File: src/rtl/flprog_pkg.sv
package flprog_pkg;
    localparam logic [7:0] CMD_PROGRAM = 8'h40;
    localparam logic [7:0] CMD_VERIFY  = 8'hC0;
    localparam logic [7:0] CMD_READ    = 8'h00;

    typedef enum logic [3:0] {
        S_IDLE,
        S_VPP_ON,
        S_CMD_PGM,
        S_PGM_DATA,
        S_PULSE_WAIT,
        S_CMD_VFY,
        S_VFY_WAIT,
        S_VFY_READ,
        S_VFY_CMP,
        S_CMD_READ,
        S_DONE,
        S_FAIL
    } seq_state_t;
endpackage

File: src/rtl/flprog_timer.sv
module flprog_timer #(
    parameter int W = 12
) (
    input  logic         clk,
    input  logic         rst_n,
    input  logic         load,
    input  logic [W-1:0] load_val,
    output logic         zero
);
    logic [W-1:0] cnt;

    always_ff @(posedge clk or negedge rst_n) begin
        if (!rst_n)          cnt <= '0;
        else if (load)       cnt <= load_val;
        else if (cnt != '0)  cnt <= cnt - 1'b1;
    end

    assign zero = (cnt == '0);

    // Counting down only: after a non-load cycle the count never grows.
    p_timer_down_r4: assert property (@(posedge clk) disable iff (!rst_n)
        !load |=> (cnt <= $past(cnt)));
endmodule

File: src/rtl/flprog_tries.sv
module flprog_tries #(
    parameter int MAX_TRY = 25,
    localparam int TW = $clog2(MAX_TRY + 1)
) (
    input  logic          clk,
    input  logic          rst_n,
    input  logic          clr,
    input  logic          inc,
    output logic [TW-1:0] tries,
    output logic          at_cap
);
    always_ff @(posedge clk or negedge rst_n) begin
        if (!rst_n)      tries <= '0;
        else if (clr)    tries <= '0;
        else if (inc)    tries <= tries + 1'b1;
    end

    assign at_cap = (tries == TW'(MAX_TRY));

    p_tries_cap_r6: assert property (@(posedge clk) disable iff (!rst_n)
        tries <= TW'(MAX_TRY));
    p_no_inc_at_cap_r6: assert property (@(posedge clk) disable iff (!rst_n)
        at_cap |-> !inc || clr);
endmodule

File: src/rtl/flprog_addr.sv
module flprog_addr #(
    parameter int ADDR_W = 17,
    parameter int LEN_W  = 17
) (
    input  logic              clk,
    input  logic              rst_n,
    input  logic              load,
    input  logic [ADDR_W-1:0] base,
    input  logic [LEN_W-1:0]  len_m1,
    input  logic              adv,
    output logic [ADDR_W-1:0] addr,
    output logic [LEN_W-1:0]  idx,
    output logic              last
);
    logic [LEN_W-1:0] len_q;

    always_ff @(posedge clk or negedge rst_n) begin
        if (!rst_n) begin
            addr  <= '0;
            idx   <= '0;
            len_q <= '0;
        end else if (load) begin
            addr  <= base;
            idx   <= '0;
            len_q <= len_m1;
        end else if (adv) begin
            addr  <= addr + 1'b1;
            idx   <= idx + 1'b1;
        end
    end

    assign last = (idx == len_q);

    p_idx_bound_r10: assert property (@(posedge clk) disable iff (!rst_n)
        adv |-> !last);
endmodule

File: src/rtl/flprog_seq.sv
module flprog_seq
    import flprog_pkg::*;
#(
    parameter int ADDR_W  = 17,
    parameter int LEN_W   = 17,
    parameter int MAX_TRY = 25,
    parameter int T_VPP   = 250,
    parameter int T_PULSE = 2500,
    parameter int T_VFY   = 1500
) (
    input  logic              clk,
    input  logic              rst_n,
    input  logic              start,
    input  logic [ADDR_W-1:0] base_addr,
    input  logic [LEN_W-1:0]  len_m1,
    input  logic              zero_fill,
    output logic [LEN_W-1:0]  src_idx,
    input  logic [7:0]        src_data,
    output logic              busy,
    output logic              done,
    output logic              fail,
    output logic              vpp_en,
    output logic              fl_wr,
    output logic              fl_rd,
    output logic [ADDR_W-1:0] fl_addr,
    output logic [7:0]        fl_wdata,
    input  logic [7:0]        fl_rdata
);
    localparam int T_MAX1 = (T_PULSE > T_VFY) ? T_PULSE : T_VFY;
    localparam int T_MAX  = (T_MAX1 > T_VPP) ? T_MAX1 : T_VPP;
    localparam int TMR_W  = $clog2(T_MAX + 1);
    localparam int TRY_W  = $clog2(MAX_TRY + 1);
    localparam int VC_W   = $clog2(T_VPP + 1);

    seq_state_t state, nxt;
    logic             tmr_load, tmr_zero;
    logic [TMR_W-1:0] tmr_val;
    logic             try_clr, try_inc, at_cap;
    logic [TRY_W-1:0] tries;
    logic             a_load, a_adv, last;
    logic [ADDR_W-1:0] cur_addr;
    logic [7:0]       exp_q;
    logic             zero_q;
    logic             accept, match;

    assign accept = (state == S_IDLE) && start;
    assign match  = (fl_rdata == exp_q);

    flprog_timer #(.W(TMR_W)) u_timer (
        .clk(clk), .rst_n(rst_n), .load(tmr_load),
        .load_val(tmr_val), .zero(tmr_zero)
    );

    flprog_tries #(.MAX_TRY(MAX_TRY)) u_tries (
        .clk(clk), .rst_n(rst_n), .clr(try_clr), .inc(try_inc),
        .tries(tries), .at_cap(at_cap)
    );

    flprog_addr #(.ADDR_W(ADDR_W), .LEN_W(LEN_W)) u_addr (
        .clk(clk), .rst_n(rst_n), .load(a_load), .base(base_addr),
        .len_m1(len_m1), .adv(a_adv), .addr(cur_addr), .idx(src_idx),
        .last(last)
    );

    // State register
    always_ff @(posedge clk or negedge rst_n) begin
        if (!rst_n) state <= S_IDLE;
        else        state <= nxt;
    end

    // Mode and expected byte
    always_ff @(posedge clk or negedge rst_n) begin
        if (!rst_n) begin
            zero_q <= 1'b0;
            exp_q  <= '0;
        end else begin
            if (accept)              zero_q <= zero_fill;
            if (state == S_CMD_PGM)  exp_q  <= zero_q ? 8'h00 : src_data;
        end
    end

    // Next state
    always_comb begin
        nxt = state;
        unique case (state)
            S_IDLE:       if (start) nxt = S_VPP_ON;
            S_VPP_ON:     if (tmr_zero) nxt = S_CMD_PGM;
            S_CMD_PGM:    nxt = S_PGM_DATA;
            S_PGM_DATA:   nxt = S_PULSE_WAIT;
            S_PULSE_WAIT: if (tmr_zero) nxt = S_CMD_VFY;
            S_CMD_VFY:    nxt = S_VFY_WAIT;
            S_VFY_WAIT:   if (tmr_zero) nxt = S_VFY_READ;
            S_VFY_READ:   nxt = S_VFY_CMP;
            S_VFY_CMP: begin
                if (match)       nxt = last ? S_CMD_READ : S_CMD_PGM;
                else if (at_cap) nxt = S_FAIL;
                else             nxt = S_CMD_PGM;
            end
            S_CMD_READ:   nxt = S_DONE;
            S_DONE:       nxt = S_IDLE;
            S_FAIL:       nxt = S_IDLE;
            default:      nxt = S_IDLE;
        endcase
    end

    // Outputs and control strobes
    always_comb begin
        busy     = (state != S_IDLE);
        done     = (state == S_DONE);
        fail     = (state == S_FAIL);
        vpp_en   = 1'b0;
        fl_wr    = 1'b0;
        fl_rd    = 1'b0;
        fl_addr  = cur_addr;
        fl_wdata = CMD_READ;
        tmr_load = 1'b0;
        tmr_val  = '0;
        try_clr  = 1'b0;
        try_inc  = 1'b0;
        a_load   = 1'b0;
        a_adv    = 1'b0;
        unique case (state)
            S_IDLE: begin
                if (start) begin
                    tmr_load = 1'b1;
                    tmr_val  = TMR_W'(T_VPP - 1);
                    try_clr  = 1'b1;
                    a_load   = 1'b1;
                end
            end
            S_VPP_ON:     vpp_en = 1'b1;
            S_CMD_PGM: begin
                vpp_en   = 1'b1;
                fl_wr    = 1'b1;
                fl_wdata = CMD_PROGRAM;
            end
            S_PGM_DATA: begin
                vpp_en   = 1'b1;
                fl_wr    = 1'b1;
                fl_wdata = exp_q;
                try_inc  = 1'b1;
                tmr_load = 1'b1;
                tmr_val  = TMR_W'(T_PULSE - 1);
            end
            S_PULSE_WAIT: vpp_en = 1'b1;
            S_CMD_VFY: begin
                vpp_en   = 1'b1;
                fl_wr    = 1'b1;
                fl_wdata = CMD_VERIFY;
                tmr_load = 1'b1;
                tmr_val  = TMR_W'(T_VFY - 1);
            end
            S_VFY_WAIT:   vpp_en = 1'b1;
            S_VFY_READ: begin
                vpp_en = 1'b1;
                fl_rd  = 1'b1;
            end
            S_VFY_CMP: begin
                vpp_en = 1'b1;
                if (match && !last) begin
                    a_adv   = 1'b1;
                    try_clr = 1'b1;
                end
            end
            S_CMD_READ: begin
                vpp_en   = 1'b1;
                fl_wr    = 1'b1;
                fl_wdata = CMD_READ;
            end
            S_DONE, S_FAIL: ;
            default: ;
        endcase
    end

    // Support counter for assertions: cycles since vpp_en rose, saturating.
    logic [VC_W-1:0] vpp_cnt;
    always_ff @(posedge clk or negedge rst_n) begin
        if (!rst_n)                       vpp_cnt <= '0;
        else if (!vpp_en)                 vpp_cnt <= '0;
        else if (vpp_cnt != VC_W'(T_VPP)) vpp_cnt <= vpp_cnt + 1'b1;
    end

    p_vpp_lead_r2: assert property (@(posedge clk) disable iff (!rst_n)
        fl_wr |-> vpp_en && (vpp_cnt == VC_W'(T_VPP)));
    p_strobe_excl_r3: assert property (@(posedge clk) disable iff (!rst_n)
        !(fl_wr && fl_rd));
    p_data_after_cmd_r3: assert property (@(posedge clk) disable iff (!rst_n)
        (fl_wr && fl_wdata == CMD_PROGRAM && state == S_CMD_PGM) |=> fl_wr);
    p_addr_hold_r7: assert property (@(posedge clk) disable iff (!rst_n)
        (busy && state != S_VFY_CMP) |=> $stable(fl_addr));
    p_fail_vpp_off_r8: assert property (@(posedge clk) disable iff (!rst_n)
        fail |-> !vpp_en && !done);
    p_done_after_read_r9: assert property (@(posedge clk) disable iff (!rst_n)
        $rose(done) |-> $past(fl_wr) && $past(fl_wdata) == CMD_READ && !vpp_en);
endmodule

File: config.mk
export PLATFORM = sky130hd
export DESIGN_NAME = flprog_seq
export DESIGN_NICKNAME = d
export VERILOG_FILES = /design/src/rtl/flprog_pkg.sv /design/src/rtl/flprog_timer.sv /design/src/rtl/flprog_tries.sv /design/src/rtl/flprog_addr.sv /design/src/rtl/flprog_seq.sv
export SDC_FILE = /design/constraint.sdc
export NUM_CORES = 1
export LEC_CHECK = 0
export BUFFER_PORTS_ARGS = -buffer_cell sky130_fd_sc_hd__buf_2
export CAP_MARGIN = 20
export CORE_AREA = 2 2 100 102
export CTS_CLUSTER_DIAMETER = 100
export DETAILED_ROUTE_END_ITERATION = 10
export DIE_AREA = 0 0 102 104
export PLACE_DENSITY_LB_ADDON = 0.08
export SLEW_MARGIN = 20
export SYNTH_ARGS = -nofsm -noshare
export SYNTH_HDL_FRONTEND = slang
export SYNTH_HIERARCHICAL = 1
export SYNTH_SLANG_ARGS = --single-unit
export TNS_END_PERCENT = 30
File: constraint.sdc
create_clock -name clk -period 2.6 [get_ports clk]
set_input_delay 0.39 -clock clk [delete_from_list [all_inputs] [get_ports clk]]
set_output_delay 0.39 -clock clk [all_outputs]
set_load 0.01 [all_outputs]
=== Word level (Yosys, flattened, before mapping) ===
Cells that the tools add are included.

* Add/subtract/negate cells: 4
* Eq/ne operators: 18
* Muxes and demuxes: 30
* Reductions and logical operators: 14

{| class="wikitable"
|+ Operators by type and width
! cell !! count
|-
| two-way mux 17 bit || 4
|-
| case mux 4 bit (10 select lines) || 1
|-
| case mux 12 bit (3 select lines) || 1
|-
| adder 17 x 1 -> 17 bit (second input constant) || 2
|-
| two-way mux 4 bit || 7
|-
| two-way mux 12 bit || 2
|-
| case mux 8 bit (3 select lines) || 1
|-
| == test 17 bit || 1
|-
| == test 4 x 3 -> 1 bit (second input constant) || 4
|-
| == test 4 bit (second input constant) || 4
|-
| two-way mux 8 bit || 2
|-
| logical NOT 12 bit || 1
|-
| nonzero test 12 bit || 1
|-
| subtractor 12 x 1 -> 12 bit (second input constant) || 1
|-
| two-way mux 5 bit || 2
|-
| OR reduction 9 bit || 1
|-
| == test 4 x 2 -> 1 bit (second input constant) || 2
|-
| == test 8 bit || 1
|-
| two-way mux 1 bit || 8
|-
| inequality test 2 bit (second input constant) || 4
|-
| nonzero test 2 bit || 3
|-
| adder 5 x 1 -> 5 bit (second input constant) || 1
|-
| == test 5 bit (second input constant) || 1
|-
| == test 4 x 1 -> 1 bit (second input constant) || 1
|-
| 8 further kinds || 10
|}

* Flip-flop bits (word level): 81
* Input port bits: 54
* Output and inout port bits: 48
* Word-level logic and storage cells: 74

=== Logic depth before layout (Yosys ltp) ===
Gate-level depths: netlist (run 1).

* Depth after elaboration: 7
* Mapped depth: 11
* Depth with buffers taken out: 9

=== Hierarchy ===
Netlist (run 1), hierarchy kept.

{| class="wikitable"
|+ By module, submodules not included
! module !! instances !! cells each !! area an instance (um2) !! sequential area each (um2)
|-
| flprog_addr || 1 || 242 || 2,572.5 || 1,276.2
|-
| flprog_seq || 1 || 114 || 968.4 || 325.3
|-
| flprog_timer || 1 || 72 || 730.7 || 300.3
|-
| flprog_tries || 1 || 25 || 280.3 || 125.1
|}

=== Worst setup path after synthesis (run 1) ===
Ideal clock, no wire load.

* Path kind: reg-to-reg
* Start: register u_addr.idx[8]
* End: register u_addr.addr[13]
* Setup time: 125 ps
* Data arrival time: 2,386 ps
* Required time: 2,475 ps
* Setup slack: 89 ps
* Cell stages (with the launch flop): 12
* Cells stage by stage: dfrtp_1 -> clkbuf_2 -> xor2_1 -> nor4_1 -> nand3_1 -> nor4_1 -> nor3_1 -> buf_4 -> nand4_1 -> nor4_1 -> xor2_1 -> mux2_2

* Word-level cells in the longest chain between the ends: 6

{| class="wikitable"
|+ Ends and longest elaborated chain
! item !! line !! text
|-
| from (decl) || flprog_addr.sv:12 || <nowiki>output logic [LEN_W-1:0] idx,</nowiki>
|-
| from (signal assigned) || flprog_addr.sv:28 || <nowiki>idx <= idx + 1'b1;</nowiki>
|-
| == test 17 bit || flprog_addr.sv:32 || <nowiki>assign last = (idx == len_q);</nowiki>
|-
| named net last || flprog_seq.sv:40 || <nowiki>logic a_load, a_adv, last;</nowiki>
|-
| logical NOT 1 bit || flprog_seq.sv:160 || <nowiki>if (match && !last) begin</nowiki>
|-
| logical AND 1 bit || flprog_seq.sv:160 ||
|-
| two-way mux 1 bit || flprog_seq.sv:160 ||
|-
| two-way mux 1 bit || flprog_seq.sv:122 || <nowiki>unique case (state)</nowiki>
|-
| named net a_adv || flprog_seq.sv:40 ||
|-
| nonzero test 2 bit (no line) || - ||
|-
| to (signal assigned) || flprog_addr.sv:23 || <nowiki>addr <= base;</nowiki>
|-
| to (signal assigned) || flprog_addr.sv:27 || <nowiki>addr <= addr + 1'b1;</nowiki>
|-
| to (decl) || flprog_addr.sv:11 || <nowiki>output logic [ADDR_W-1:0] addr,</nowiki>
|}

The timed path passes the listed nets, and every way through them passes these cells.
A chain may end at the register's enable or synchronous reset.

=== Worst setup path in the final report (run 1) ===
* Start: register u_addr.idx[16]
* End: register u_addr.addr[11]

The elaborated chain is that of the path after synthesis.

==> flow_metrics.env, run 1 <==
export IMPL_cts_htree_levels=3
export IMPL_design_die_area_um2=10600
export IMPL_final_nets=645
export IMPL_setup_worst_path_class="reg -> reg"
export IMPL_hold_start="base_addr[8]"
export IMPL_synth_edf_count=0
export IMPL_clkTransAtPathRegs_ps=90
export IMPL_p_seq_share_pct=40.7
export IMPL_clock_sink_count=81
export IMPL_worst_slew_pin_slew_ps=573
export IMPL_gp_congestion=0.804
export IMPL_final_cell_mix="buf_2, dfrtp_1, nand2_1, xor2_1, buf_4"
export IMPL_rsz0062_at_grt="yes"
export IMPL_die_h_um=104
export IMPL_cts_inserted_buffers=9
export IMPL_syn_area_per_cell_um2=10.0
export IMPL_dp_hpwl_um=7100
export IMPL_drtAntennaViolNets=0
export IMPL_port_buffers=101
export IMPL_synth_ff_type="dfrtp_1"
export IMPL_setup_viol=0
export IMPL_crit_required_ps=2840
export IMPL_place_area_um2=5360
export IMPL_clock_path_buffers=2
export IMPL_ys_ff_latch=81
export IMPL_yosysWarnings=6
export IMPL_ys_seq_area_share_pct=44.5
export IMPL_grt_max_degree=69
export IMPL_slew_limit_headroom_pct=61.5
export IMPL_final_layout_size_suffix_gt1_share_pct=34.7
export IMPL_worstPathArrival_ps=2770
export IMPL_p_leak_uw=0.00268
export IMPL_layout_commonest_cell="buf_2"
export IMPL_die_w_um=102
export IMPL_cellPowerDensity_nw_per_um2=953
export IMPL_pre_cts_ws_ps=-32.2
export IMPL_placementRows=36
export IMPL_start_kind="register"
export IMPL_path_max_fanout=5
export IMPL_drt_initial_drc_count=136
export IMPL_io_pin_count=102
export IMPL_power_frac_comb_pct=40.3
export IMPL_drt_wirelength_per_cell_um=14.1
export IMPL_final_hold_viol_count=0
export IMPL_timing_final_ws_setup_ps=70.1
export IMPL_grt_usage_pct=19.0
export IMPL_fillers=857
export IMPL_vias_per_cell=5.19
export IMPL_timing_fmax_ghz=0.395
export IMPL_grt_pass1_wl_um=16500
export IMPL_stdcell_area_um2=5730
export IMPL_rr_startpoint="u_addr/idx[16]"
export IMPL_power_switching_uw=2120
export IMPL_antenna_found_initial=0
export IMPL_irDropWorstVdd_mv=0.386
export IMPL_hold_slack_ps=243
export IMPL_drc_errors=0
export IMPL_routed_wl_um=10200
export IMPL_cp_startpoint="u_addr/idx[16]"
export IMPL_vias=3750
export IMPL_reg2reg_slack_ps=70
export IMPL_finalCritPeriodShare_pct=97.3
export IMPL_intPower_uw=3340
export IMPL_hp_class="in -> reg"
export IMPL_finClkSkew_ps=14.4
export IMPL_diodes=0
export IMPL_async_flop_share_pct=100
export IMPL_initial_core_util_pct=47.7
export IMPL_status="finished clean"
export IMPL_core_um2=9550
export IMPL_cp_end_kind="register"
export IMPL_maxSlewViolCount=0
export IMPL_grt_ovfl_total=0
export IMPL_grt_pass1_vias=3619
export IMPL_area_growth_pct=25.9
export IMPL_clockRootBuffer="clkbuf_8"
export IMPL_drv_cap=0
export IMPL_firstDrtPassIters=4
export IMPL_synth_area_um2=4550
export IMPL_pwr_share_clk_pct=19.0
export IMPL_min_period_ps=2530
export IMPL_ys_types=65
export IMPL_clk_latency_ps=350
export IMPL_cts_tree="built"
export IMPL_syn_inst=453
export IMPL_switching_share_pct=38.8
-- routing by layer --
layer / routed length, um / GRT usage (%)
met5: 0 / 0
met1: 4690 / 26.5
met2: 4910 / 29.9
met4: 120 / 6.19
met3: 488 / 3.23
-- power groups by stage --
stage | combinational, uW | sequential [uW] | clock [uW]
final | 2200 | 2220 | 1040
after global routing | 2470 | 2300 | 1120
after CTS | 2190 | 2220 | 1070
after detailed placement | 2190 | 2240 | 0
after global placement | 2140 | 2220 | 0
after floorplan | 1550 | 2180 | 0
-- worst max-delay path, cell delays in order (launching register included) --
cell and delay (ps):
dfrtp_1 410, xor2_1 230, nor3_1 80, nand3_1 110
nor4_2 60, buf_4 160, nor3_4 200, buf_6 140
nand4_1 160, buf_4 190, nor4_2 280, xor2_1 120
mux2_4 270
-- sequential cells by signal (all words and copies together), names as in the netlist --
signal	flops
u_addr/addr	17
u_addr/idx	17
u_addr/len_q	17
u_timer/cnt	12
exp_q	8
u_tries/tries	5
state	4
zero_q	1
-- cells in the mapped netlist (all sizes together), types with 2 or more instances --
master	instances	area share, %
a21bo	2	0.44
nand2b	13	2.0
o211ai	2	0.33
nor3	8	0.99
and4	5	1.0
mux2i	4	0.88
nand3b	4	0.66
nand3	11	1.3
and3	3	0.44
buf	10	1.3
dfrtp	81	45
xnor2	18	3.5
or2	2	0.28
mux2	23	5.9
nor2b	5	0.69
a221o	2	0.44
a21oi	13	1.4
inv	12	0.99
nor3b	2	0.33
a22o	3	0.58
or4	2	0.41
nand4	16	2.7
ha	6	1.6
o31ai	3	0.49
xor2	40	7.7
and2	7	0.96
or3	8	1.2
o31a	3	0.58
o21ai	34	3.7
nor4	14	3.3
nand2	49	4.0
a31oi	2	0.27
nor2	28	2.3
clkbuf	7	0.60
-- repair_timing --
item / 4_1_cts / 5_1_grt
hold endpoints to repair: 31 / 0
hold buffers: 1 / 0
setup endpoints to repair: 0 / 29
buffers inserted: 0 / 9
resized for setup: 0 / 14
-- worst paths after layout --
path                                        end  cells past startpoint
worst max-delay path            u_addr/addr[11]                     12
worst min-delay path             u_addr/addr[8]                      3
worst max register to register  u_addr/addr[11]                     12
worst min register to register         exp_q[5]                      2
max in group asynchronous              state[0]                      3
min in group asynchronous        u_timer/cnt[2]                      2
-- through the flow --
stage,std cells,util (%),total power (uW),TNS (ps)
floorplan,454,-,3740,0
global placement,696,56.1,4360,0
detailed placement,696,56.1,4430,-58.3
CTS,713,58.6,5480,0
global route,723,60.0,5890,-182
finish,723,60.0,5460,0
-- logic make-up (layout without fill, tap and decap cells) --
kind of cell    Yosys count  after routing  share of synthesized area, %
simple gates            181            181                          23.5
flops                    81             81                          44.5
compound gates           70             70                          9.43
xor+xnor                 58             58                          11.2
buf+inv                  29            165                          2.91
mux                      27             27                          6.73
fa+ha+maj                 6              6                          1.65
other cells               1              2                        0.0824
-- area by class of cell --
type / instances / area [um^2] / area share [%]
Clock buffer: 9 / 124 / 2.16
Clock inverter: 7 / 103 / 1.79
Inverter: 12 / 45.0 / 0.786
Multi-Input combinational cell: 344 / 2450 / 42.8
Sequential cell: 81 / 2030 / 35.4
Tap cell: 133 / 166 / 2.90
Timing Repair Buffer: 137 / 813 / 14.2
(Power assumes the default switching activity.)
==> inputs of run 2 (changes only) <==
--- a/config.mk
+++ b/config.mk
@@ -5,7 +5,7 @@
 export SDC_FILE = /design/constraint.sdc
 export NUM_CORES = 1
 export LEC_CHECK = 0
-export BUFFER_PORTS_ARGS = -buffer_cell sky130_fd_sc_hd__buf_2
+export BUFFER_PORTS_ARGS = -buffer_cell sky130_fd_sc_hd__buf_4
 export CAP_MARGIN = 20
 export CORE_AREA = 2 2 100 102
 export CTS_CLUSTER_DIAMETER = 100
==> flow_metrics.env, run 2 (synthesis results as in run 1) <==
export IMPL_die_w_um=102
export IMPL_design_die_area_um2=10600
export IMPL_port_buffers=101
export IMPL_setup_viol=0
export IMPL_cts_inserted_buffers=9
export IMPL_status="finished clean"
export IMPL_finalCritPeriodShare_pct=94.8
export IMPL_timing_fmax_ghz=0.406
export IMPL_cp_startpoint="u_addr/idx[16]"
export IMPL_antenna_found_initial=0
export IMPL_dp_hpwl_um=7470
export IMPL_clkTransAtPathRegs_ps=80
export IMPL_reg2reg_to="u_addr/addr[13]"
export IMPL_clockRootBuffer="clkbuf_8"
export IMPL_crit_path_end="u_addr/addr[13]"
export IMPL_grt_ovfl_total=0
export IMPL_core_um2=9550
export IMPL_routed_wl_um=10100
export IMPL_grt_pass1_vias=3609
export IMPL_crit_required_ps=2830
export IMPL_drt_initial_drc_count=161
export IMPL_clk_latency_ps=350
export IMPL_vias=3690
export IMPL_hp_class="in -> reg"
export IMPL_grt_pass1_wl_um=17100
export IMPL_reg_top3="u_addr/addr: 17 flops, u_addr/idx: 17 flops, u_addr/len_q: 17 flops"
export IMPL_reg2reg_slack_ps=130
export IMPL_finClkSkew_ps=10.6
export IMPL_drt_wirelength_per_cell_um=14.1
export IMPL_grt_max_degree=69
export IMPL_die_h_um=104
export IMPL_irDropWorstVdd_mv=0.425
export IMPL_worstPathArrival_ps=2700
export IMPL_final_cell_mix="buf_4, dfrtp_1, nand2_1, xor2_1"
export IMPL_cts_htree_levels=3
export IMPL_area_growth_pct=28.9
export IMPL_setup_worst_path_class="reg -> reg"
export IMPL_path_max_fanout=8
export IMPL_worst_slew_pin_slew_ps=545
export IMPL_p_total_uw=5440
export IMPL_p_leak_uw=0.00269
export IMPL_setup_tns_ps=0
export IMPL_drv_cap=0
export IMPL_reg2reg_depth=11
export IMPL_grt_usage_pct=20.0
export IMPL_drc_errors=0
export IMPL_rsz0062_at_grt="yes"
export IMPL_drtAntennaViolNets=0
export IMPL_cellPowerDensity_nw_per_um2=927
export IMPL_diodes=0
export IMPL_start_kind="register"
export IMPL_vias_per_cell=5.14
export IMPL_final_nets=640
export IMPL_clock_sink_count=81
export IMPL_placementRows=36
export IMPL_maxSlewViolCount=0
export IMPL_firstDrtPassIters=4
export IMPL_layout_commonest_cell="buf_4"
export IMPL_min_period_ps=2470
export IMPL_cp_end_kind="register"
export IMPL_cts_tree="built"
export IMPL_gp_congestion=0.817
export IMPL_rr_startpoint="u_addr/idx[16]"
export IMPL_io_pin_count=102
export IMPL_final_hold_viol_count=0
export IMPL_initial_core_util_pct=47.7
export IMPL_slew_limit_headroom_pct=63.4
export IMPL_final_layout_size_suffix_gt1_share_pct=33.2
export IMPL_clock_path_buffers=2
run 2: cell types whose count changed in the layout (fill, tap and decap cells not counted), sizes merged:
cell,before,now
clkinvlp,0,3
bufinv,2,0
buf,135,131
clkdlybuf4s15,1,0
inv,14,12
clkbuf,9,12
clkinv,3,1
run 2: layer usage:
layer	GRT usage, %	share of wire, %
met1	27.5	45
met2	32.1	49
met3	3.56	4.9
met4	6.29	0.94
met5	0	0
run 2: how the worst min path moves through the flow:
stage            startpoint              to  slack (ps)  cells after the start
6_report       base_addr[8]  u_addr/addr[8]         240                      3
5_1_grt        base_addr[8]  u_addr/addr[8]         230                      3
4_1_cts        base_addr[8]  u_addr/addr[8]         230                      3
3_5_place_dp          rst_n  u_timer/cnt[2]         370                      1
3_3_place_gp          rst_n  u_timer/cnt[2]         370                      1
2_1_floorplan         rst_n        exp_q[0]          90                      0
run 2: through the flow:
stage / worst slack, ps / cell area (um^2) / hold slack (ps) / utilization (%) / cells
2_1_floorplan: 89.2 / 4560 / 94.4 / - / 454
3_3_place_gp: 71.6 / 5640 / 373 / 59.0 / 700
3_5_place_dp: 43.4 / 5640 / 373 / 59.0 / 700
4_1_cts: 48.9 / 5830 / 228 / 61.0 / 717
5_1_grt: -56.1 / 5870 / 226 / 61.4 / 718
6_report: 135 / 5870 / 243 / 61.4 / 718
run 2: final cells by class:
type / instances / area (um^2)
inverters: 12 / 45.0
clock buffers: 12 / 155
fillers: 881 / 3680
flip-flops and latches: 81 / 2030
well taps: 133 / 166
clock inverters: 4 / 27.5
repair buffers: 132 / 1020
multi-input cells: 344 / 2430
run 2: timing repair:
action / in CTS / in global routing
endpoints found under the hold margin: 33 / 0
endpoints found under the setup margin: 0 / 21
buffers inserted: 0 / 1
hold buffers: 1 / 0
resized for setup: 0 / 6
run 2: power by group:
part | switching [uW] | internal, uW
registers | 519 | 1710
logic | 1150 | 1210
clock network | 449 | 398
total | 2120 | 3320
run 2: critical path: stages (launching register included):
cell,delay [ps]
dfrtp_1,420
xor2_1,240
nor3_1,80
nand3_1,120
nor4_2,50
buf_4,150
nor3_1,170
buf_4,190
nand4_1,200
nor4_1,360
xor2_1,100
mux2_2,270
